**src/rtl/sbreq_pkg.sv**
```systemverilog
package sbreq_pkg;
  localparam int WORD_W       = 16;
  localparam int ALIGN_W      = 3;
  localparam int LEN_FIELD_W  = 3;
  localparam int SHORT_ADDR_W = 12;
  localparam int CMD_W        = 4;
  localparam int MID_ADDR_W   = 9;
  localparam int HI_SEG_W     = 12;
  localparam int NUM_HI_SEG   = 2;
  localparam int UPPER_W      = MID_ADDR_W + NUM_HI_SEG * HI_SEG_W;
  localparam int ADDR_W       = ALIGN_W + SHORT_ADDR_W + UPPER_W;
  localparam int BYTES_W      = LEN_FIELD_W + 1 + ALIGN_W;
  localparam int NUM_CMDS     = 1 << CMD_W;

  typedef enum logic [2:0] {
    WK_NONE,
    WK_SHORT,
    WK_CMD,
    WK_MID,
    WK_HIGH
  } word_kind_e;

  typedef struct packed {
    logic [ADDR_W-1:0]  addr;
    logic [CMD_W-1:0]   cmd;
    logic [BYTES_W-1:0] bytes;
  } req_t;
endpackage

```
**src/rtl/sbreq_word_parse.sv**
```systemverilog
module sbreq_word_parse
  import sbreq_pkg::*;
(
  input  logic                    valid,
  input  logic [WORD_W-1:0]       word,
  output word_kind_e              kind,
  output logic [SHORT_ADDR_W-1:0] short_addr,
  output logic [LEN_FIELD_W-1:0]  len_field,
  output logic [CMD_W-1:0]        cmd,
  output logic [MID_ADDR_W-1:0]   mid_addr,
  output logic [HI_SEG_W-1:0]     hi_seg
);
  localparam int TOP = WORD_W - 1;

  always_comb begin
    kind = WK_NONE;
    if (valid) begin
      if (!word[TOP])                    kind = WK_SHORT;
      else if (word[TOP-1:TOP-2] == 2'b00) kind = WK_CMD;
      else if (word[TOP-1:TOP-3] == 3'b010) kind = WK_MID;
      else if (word[TOP-1:TOP-3] == 3'b011) kind = WK_HIGH;
      else                               kind = WK_NONE;
    end
  end

  assign short_addr = word[SHORT_ADDR_W-1:0];
  assign len_field  = word[SHORT_ADDR_W +: LEN_FIELD_W];
  assign mid_addr   = word[MID_ADDR_W-1:0];
  assign cmd        = word[MID_ADDR_W +: CMD_W];
  assign hi_seg     = word[HI_SEG_W-1:0];
endmodule

```
**src/rtl/sbreq_sticky.sv**
```systemverilog
module sbreq_sticky
  import sbreq_pkg::*;
(
  input  logic                  clk,
  input  logic                  rst_n,
  input  word_kind_e            kind,
  input  logic [CMD_W-1:0]      cmd_in,
  input  logic [MID_ADDR_W-1:0] mid_in,
  input  logic [HI_SEG_W-1:0]   hi_in,
  output logic [CMD_W-1:0]      cmd_q,
  output logic [UPPER_W-1:0]    upper_q
);
  logic [MID_ADDR_W-1:0]                 mid_q;
  logic [NUM_HI_SEG-1:0][HI_SEG_W-1:0]   hi_q;

  always_ff @(posedge clk or negedge rst_n) begin
    if (!rst_n) begin
      cmd_q <= '0;
      mid_q <= '0;
    end else if (kind == WK_CMD) begin
      cmd_q <= cmd_in;
      mid_q <= mid_in;
    end
  end

  for (genvar g = 0; g < NUM_HI_SEG; g++) begin : g_hi
    logic sel;
    assign sel = (g == 0) ? (kind == WK_MID) : (kind == WK_HIGH);
    always_ff @(posedge clk or negedge rst_n) begin
      if (!rst_n)   hi_q[g] <= '0;
      else if (sel) hi_q[g] <= hi_in;
    end
  end

  assign upper_q = {hi_q, mid_q};
endmodule

```
**src/rtl/sbreq_out_stage.sv**
```systemverilog
module sbreq_out_stage
  import sbreq_pkg::*;
(
  input  logic clk,
  input  logic rst_n,
  input  logic load,
  input  req_t req_in,
  input  logic ready,
  output logic valid,
  output req_t req_q,
  output logic drop_q
);
  logic can_load;
  assign can_load = !valid || ready;

  always_ff @(posedge clk or negedge rst_n) begin
    if (!rst_n) begin
      valid  <= 1'b0;
      req_q  <= '0;
      drop_q <= 1'b0;
    end else begin
      drop_q <= load && !can_load;
      if (load && can_load) begin
        valid <= 1'b1;
        req_q <= req_in;
      end else if (ready) begin
        valid <= 1'b0;
      end
    end
  end
endmodule

```
**src/rtl/sbreq_decoder.sv**
```systemverilog
module sbreq_decoder
  import sbreq_pkg::*;
#(
  parameter logic [NUM_CMDS-1:0] RSVD_CMD_MASK = 16'hF0F0
) (
  input  logic                 clk,
  input  logic                 rst_n,
  input  logic                 word_valid,
  input  logic [WORD_W-1:0]    word_data,
  output logic                 req_valid,
  input  logic                 req_ready,
  output logic [ADDR_W-1:0]    req_addr,
  output logic [CMD_W-1:0]     req_cmd,
  output logic [BYTES_W-1:0]   req_len,
  output logic                 rsvd_err,
  output logic                 drop_pulse
);
  word_kind_e              kind;
  logic [SHORT_ADDR_W-1:0] short_addr;
  logic [LEN_FIELD_W-1:0]  len_field;
  logic [CMD_W-1:0]        cmd_w;
  logic [MID_ADDR_W-1:0]   mid_w;
  logic [HI_SEG_W-1:0]     hi_w;
  logic [CMD_W-1:0]        cmd_q;
  logic [UPPER_W-1:0]      upper_q;
  logic                    is_short, is_rsvd, load;
  req_t                    req_new, req_q;

  sbreq_word_parse u_parse (
    .valid(word_valid), .word(word_data), .kind(kind),
    .short_addr(short_addr), .len_field(len_field), .cmd(cmd_w),
    .mid_addr(mid_w), .hi_seg(hi_w)
  );

  sbreq_sticky u_sticky (
    .clk(clk), .rst_n(rst_n), .kind(kind), .cmd_in(cmd_w),
    .mid_in(mid_w), .hi_in(hi_w), .cmd_q(cmd_q), .upper_q(upper_q)
  );

  assign is_short = (kind == WK_SHORT);
  assign is_rsvd  = RSVD_CMD_MASK[cmd_q];
  assign load     = is_short && !is_rsvd;

  always_comb begin
    req_new.addr  = {upper_q, short_addr, {ALIGN_W{1'b0}}};
    req_new.cmd   = cmd_q;
    req_new.bytes = {{1'b0, len_field} + {{LEN_FIELD_W{1'b0}}, 1'b1}, {ALIGN_W{1'b0}}};
  end

  sbreq_out_stage u_out (
    .clk(clk), .rst_n(rst_n), .load(load), .req_in(req_new),
    .ready(req_ready), .valid(req_valid), .req_q(req_q), .drop_q(drop_pulse)
  );

  always_ff @(posedge clk or negedge rst_n) begin
    if (!rst_n) rsvd_err <= 1'b0;
    else        rsvd_err <= is_short && is_rsvd;
  end

  assign req_addr = req_q.addr;
  assign req_cmd  = req_q.cmd;
  assign req_len  = req_q.bytes;
endmodule

```
**config.mk**
```make
export PLATFORM = sky130hd
export DESIGN_NAME = sbreq_decoder
export DESIGN_NICKNAME = d
export VERILOG_FILES = /design/src/rtl/sbreq_pkg.sv /design/src/rtl/sbreq_word_parse.sv /design/src/rtl/sbreq_sticky.sv /design/src/rtl/sbreq_out_stage.sv /design/src/rtl/sbreq_decoder.sv
export SDC_FILE = /design/constraint.sdc
export NUM_CORES = 1
export LEC_CHECK = 0
export ABC_AREA = 1
export CAP_MARGIN = 25
export CORE_MARGIN = 3
export CORE_UTILIZATION = 40
export CTS_CLUSTER_SIZE = 20
export DETAILED_ROUTE_END_ITERATION = 8
export DONT_BUFFER_PORTS = 1
export SLEW_MARGIN = 20
export SYNTH_ARGS = -nofsm -noshare
export SYNTH_HDL_FRONTEND = slang
export SYNTH_SLANG_ARGS = --single-unit
```
**constraint.sdc**
```tcl
create_clock -name clk -period 1.4 [get_ports clk]
set_input_delay 0.21 -clock clk [delete_from_list [all_inputs] [get_ports clk]]
set_output_delay 0.21 -clock clk [all_outputs]
set_load 0.02 [all_outputs]
```
==> impl_metrics.tcl, run 1 <==
set metrics [dict create \
    status "finished with violations" \
    violations "negative hold slack" \
    grt_pass1_vias 2319 \
    wl_per_cell_um 15.0 \
    synth_edf_count 0 \
    dp_slack_ns 0.199 \
    fin_crit_ns 1.24 \
    io_pins 82 \
    critPathMaxFanout 3 \
    cts_buffer_depth 2 \
    period_share_pct 88.7 \
    async_flop_share_pct 100 \
    multi_input_area_mm2 0.00106 \
    drive_gt1_share_pct 10.1 \
    cp-start-kind "register" \
    worst_hold_slack_ns -0.465 \
    core_mm2 0.00889 \
    place_area_mm2 0.00381 \
    fin_skew_ns 0.0119 \
    cp.required_ns 1.65 \
    synth_common_cells "111 x nand2_1, 93 x dfrtp_1, 55 x inv_1" \
    clk_latency_ns 0.35 \
    maxCapViolCount 0 \
    path_class "reg -> reg" \
    hold_buffers 14 \
    rows 34 \
    cp_top_family "buffers and inverters" \
    ys_ff_latch 93 \
    peakVddDrop_mv 0.686 \
    drtAntennaViolNets 0 \
    synth.most_common_cell "nand2_1" \
    cp_slowest_stage_delay_ns 0.55 \
    cts_sinks 93 \
    fill_cells 841 \
    yosysTopAreaCell "dfrtp_1" \
    path_depth 3 \
    clk_pin_slew_ns 0.10 \
    htreeDepth 3 \
    synth_warnings 0 \
    numCtsBuffers 9 \
    track_usage_pct 15.5 \
    rr_worst_depth 3 \
    die_x_um 103 \
    worst_slack_ns 0.158 \
    port_buffers 0 \
    ys.flop_type "dfrtp_1" \
    synth_area_leaders "dfrtp_1 62%, nand2_1 11%, o21ai_1 6.4%" \
    gp_congestion 0.779 \
    rsz0062_at_grt "false" \
    seqCellArea_mm2 0.00233 \
    hold_path.class "in -> async" \
    timing_hold_violations_final 93 \
    grt_max_degree 106 \
    max_freq_mhz 805 \
    setup_viol 0 \
    p_leak_nw 2.06 \
    cts_post_setup_buffers_inserted 0 \
    final.setup.tns_ns 0 \
    wl_um 7730 \
    first_pass_iters 7 \
    drt_iter0_markers 173 \
    vias_per_cell 4.68 \
    cp_num_buf_inv 2 \
    avgSynthCellArea_um2 9.63 \
    cts_tree "yes" \
    grt_overflow 0 \
    synth_cells 389 \
    endpoint_kind "register" \
    fin_nets 425 \
    via_count 2410 \
    yosysUniqueCellTypes 21 \
    crit_arrival_ns 1.49 \
    finalInstanceArea_mm2 0.00414 \
    path_cells "inv_1, nor3_1, dlygate4sd3_1" \
    syn_area_mm2 0.00375 \
    grt_pass1_wl_um 12200 \
    start_util_pct 42.1 \
    yosysSeqAreaShare_pct 62.1 \
    dieArea_mm2 0.0106 \
    n_antenna_cell 0 \
    cts_resized 0 \
    area_growth_pct 10.4 \
    pwr_density_cell_mw_per_mm2 1540 \
    antenna_found_initial 0 \
    drc 0 \
    slew_violations 0 \
    crit_path_top_delay_cell "dlygate4sd3_1" \
    dp_hpwl_um 5150 \
    cts_root_buf "clkbuf_8" \
    fp.dieH_um 103 \
    synth_top_area_share_pct 62.1 \
]
layout make-up:
cell class	count	area share (%)
timing repair buffer	21	5.26
inverter	56	5.08
clock buffer	9	3.00
sequential	93	56.3
tap	108	3.27
multi-input combinational	221	25.6
clock inverter	7	1.54
report_power, final:
part	internal [mW]	switching, mW
combinational	0.318	0.423
sequential	3.18	0.771
clock	0.687	0.995
total	4.18	2.19
cells in the final DEF (no fill, tap or decap), drive strengths merged:
cell and count:
and2 1, buf 7, clkbuf 9, clkinv 3
conb 6, dfrtp 93, dlygate4sd3 14, ha 3
inv 60, nand2 111, nand3 14, nand4 2
nor2 6, nor3 1, o21ai 77
final timing paths:
check,startpoint,endpoint,slack [ns]
min reg2reg,u_sticky.upper_q[10],u_sticky.upper_q[10],0.48
min in group clk,word_data[11],u_sticky.upper_q[20],0.01
max reg2reg,u_sticky.cmd_q[2],rsvd_err,0.16
max in group asynchronous,rst_n,u_out.req_q[32],1.68
min,rst_n,u_out.valid,-0.46
max,u_sticky.cmd_q[2],rsvd_err,0.16
kinds of logic after synthesis:
logic type	after synthesis	share of synthesized area (%)
simple gates	135	14.7
buf+inv	80	10.4
other cells	1	0.100
flops	93	62.1
fa+ha+maj	3	1.00
compound gates	77	11.7
metal layers:
| layer | up-vias | global-route usage, % | share of wire (%) | routed length, um |
|---|---|---|---|---|
| met5 | - | 0 | 0 | 0 |
| met4 | 0 | 4.68 | 1.4 | 112 |
| met3 | 12 | 6.43 | 7.9 | 609 |
| met2 | 51 | 25.0 | 49 | 3790 |
| met1 | 1113 | 19.2 | 42 | 3220 |
| li1 | 1234 | - | - | - |
state kept, by name, indices dropped and copies added, names as in the netlist:
name	flops
rsvd_err	1
u_out.drop_q	1
u_out.req_q	53
u_out.valid	1
u_sticky.cmd_q	4
u_sticky.mid_q	9
u_sticky.upper_q	24
through the flow:
| stage | hold slack (ns) | instances | utilization (%) | power [mW] |
|---|---|---|---|---|
| 2_1_floorplan | -0.0856 | 394 | - | 4.52 |
| 3_3_place_gp | -0.0836 | 485 | 42.8 | 4.70 |
| 3_5_place_dp | -0.0839 | 485 | 42.8 | 4.73 |
| 4_1_cts | -0.480 | 515 | 46.5 | 6.47 |
| 5_1_grt | -0.501 | 515 | 46.5 | 6.77 |
| 6_report | -0.465 | 515 | 46.5 | 6.37 |
Power figures use the tool's default switching activity.
==> run 2, diff against run 1 <==
--- a/config.mk
+++ b/config.mk
@@ -7,6 +7,7 @@
 export LEC_CHECK = 0
 export ABC_AREA = 1
 export CAP_MARGIN = 25
+export CORE_ASPECT_RATIO = 0.6
 export CORE_MARGIN = 3
 export CORE_UTILIZATION = 40
 export CTS_CLUSTER_SIZE = 20
==> run 2 against run 1 <==
The run still ends with negative hold slack left; clock-buffer cell count increased by 1; design area increased by 2.2%; cell count increased by 1.6%; first-iteration DRC count decreased by 18%; critical path depth increased by 2; routed wire length increased by 3.6%; worst setup slack improved by 0.078 ns; total power increased by 16%; hold slack improved by 0.032 ns; critical path type unchanged.
==> impl_metrics.tcl, run 2 (same netlist as run 1, synthesis figures left out) <==
set metrics [dict create \
    status "finished with violations" \
    violations "negative hold slack" \
    rr_worst_depth 5 \
    port_buffers 0 \
    wl_um 8010 \
    layout_commonest_cell "nand2_1" \
    path_class "reg -> reg" \
    pwr_density_cell_mw_per_mm2 1750 \
    r2r_setup_slack_ns 0.24 \
    numCtsBuffers 9 \
    slew_violations 0 \
    rows 26 \
    cts_root_buf "clkbuf_16" \
    p_leak_nw 2.10 \
    cts_tree "yes" \
    wl_per_cell_um 15.3 \
    grt_pass1_wl_um 13500 \
    final_core_util_pct 47.9 \
    clk_pin_slew_ns 0.06 \
    drc 0 \
    drtAntennaViolNets 0 \
    clk_latency_ns 0.33 \
    start_util_pct 42.5 \
    crit_arrival_ns 1.37 \
    worst_slack_ns 0.236 \
    fin_skew_ns 0.00615 \
    placed_cells 506 \
    endpoint_kind "register" \
    cts_resized 0 \
    cp-start-kind "register" \
    finalInstanceArea_mm2 0.00423 \
    grt_overflow 0 \
    worst_hold_slack_ns -0.433 \
    largest_register_ffs 53 \
    hold_buffers 2 \
    critPathMaxFanout 35 \
    via_count 2417 \
    cts_post_setup_buffers_inserted 0 \
    instances_no_fill 523 \
    fin_nets 416 \
    vias_per_cell 4.62 \
    cts_buffer_depth 2 \
    most-common-layout-cells "111 x nand2_1, 93 x dfrtp_1, 55 x inv_1" \
    power_mw 7.41 \
    fill_cells 826 \
    die_x_um 131 \
    peakVddDrop_mv 0.716 \
    drt_iter0_markers 141 \
    io_pins 82 \
    setup_viol 0 \
    dp_slack_ns 0.231 \
    track_usage_pct 16.9 \
    grt_pass1_vias 2545 \
    area_growth_pct 12.8 \
    rsz0062_at_grt "false" \
    gp_congestion 0.722 \
    core_mm2 0.00882 \
    dieArea_mm2 0.0106 \
    max_freq_mhz 859 \
    final.setup.tns_ns 0 \
    period_share_pct 83.1 \
    cp.required_ns 1.61 \
    fin_crit_ns 1.16 \
    reg2reg_from "u_out.valid" \
    fp.dieH_um 81.0 \
    cts_sinks 93 \
    grt_max_degree 94 \
    first_pass_iters 4 \
    timing_hold_violations_final 93 \
    htreeDepth 3 \
    hold_path.class "in -> async" \
    maxCapViolCount 0 \
    place_area_mm2 0.00388 \
    n_antenna_cell 0 \
    antenna_found_initial 0 \
    r2r-end "u_out.req_q[10]" \
    regMostFlops "u_out.req_q" \
    drive_gt1_share_pct 10.6 \
    dp_hpwl_um 5610 \
]
run 2: changes by cell type in the layout (fill, tap and decap cells not counted), sizes merged:
cell / delta
clkbuf: +1
inv: -4
bufinv: +3
dlygate4sd3: -12
clkinv: -1
buf: +3
run 2: worst max-delay path, stage by stage (launching register included):
cell and delay [ns]:
dfrtp_1 0.39, nand2_1 0.15, nand3_4 0.14, buf_12 0.19, nand2_1 0.07, o21ai_0 0.09
run 2: layer usage:
layer,vias to the layer above,wire length [um],global-route usage (%)
met2,66,3420,24.3
met1,1125,3760,22.7
li1,1215,-,-
met3,11,717,8.54
met4,0,107,4.62
met5,-,0,0
run 2: worst max path at each step:
stage,start,to,depth (start not counted)
after floorplan,u_out.valid,u_out.req_q[50],6
after global routing,u_out.valid,u_out.req_q[10],5
final,u_out.valid,u_out.req_q[10],5
after global placement,word_data[12],u_sticky.upper_q[12],9
after detailed placement,word_data[12],u_sticky.upper_q[12],9
after CTS,u_out.valid,u_out.req_q[10],5
run 2: cell type report:
type / count / area (um2) / area share [%]
Clock buffer: 10 / 229 / 5.42
Clock inverter: 5 / 100 / 2.37
Sequential cell: 93 / 2330 / 55.1
Inverter: 56 / 210 / 4.97
Tap cell: 126 / 158 / 3.73
Timing Repair Buffer: 12 / 145 / 3.43
Multi-Input combinational cell: 221 / 1060 / 25.0
run 2: power breakdown:
group / internal, mW / switching [mW]
sequential: 3.19 / 0.794
clock: 1.73 / 0.967
combinational: 0.313 / 0.424
total: 5.23 / 2.18
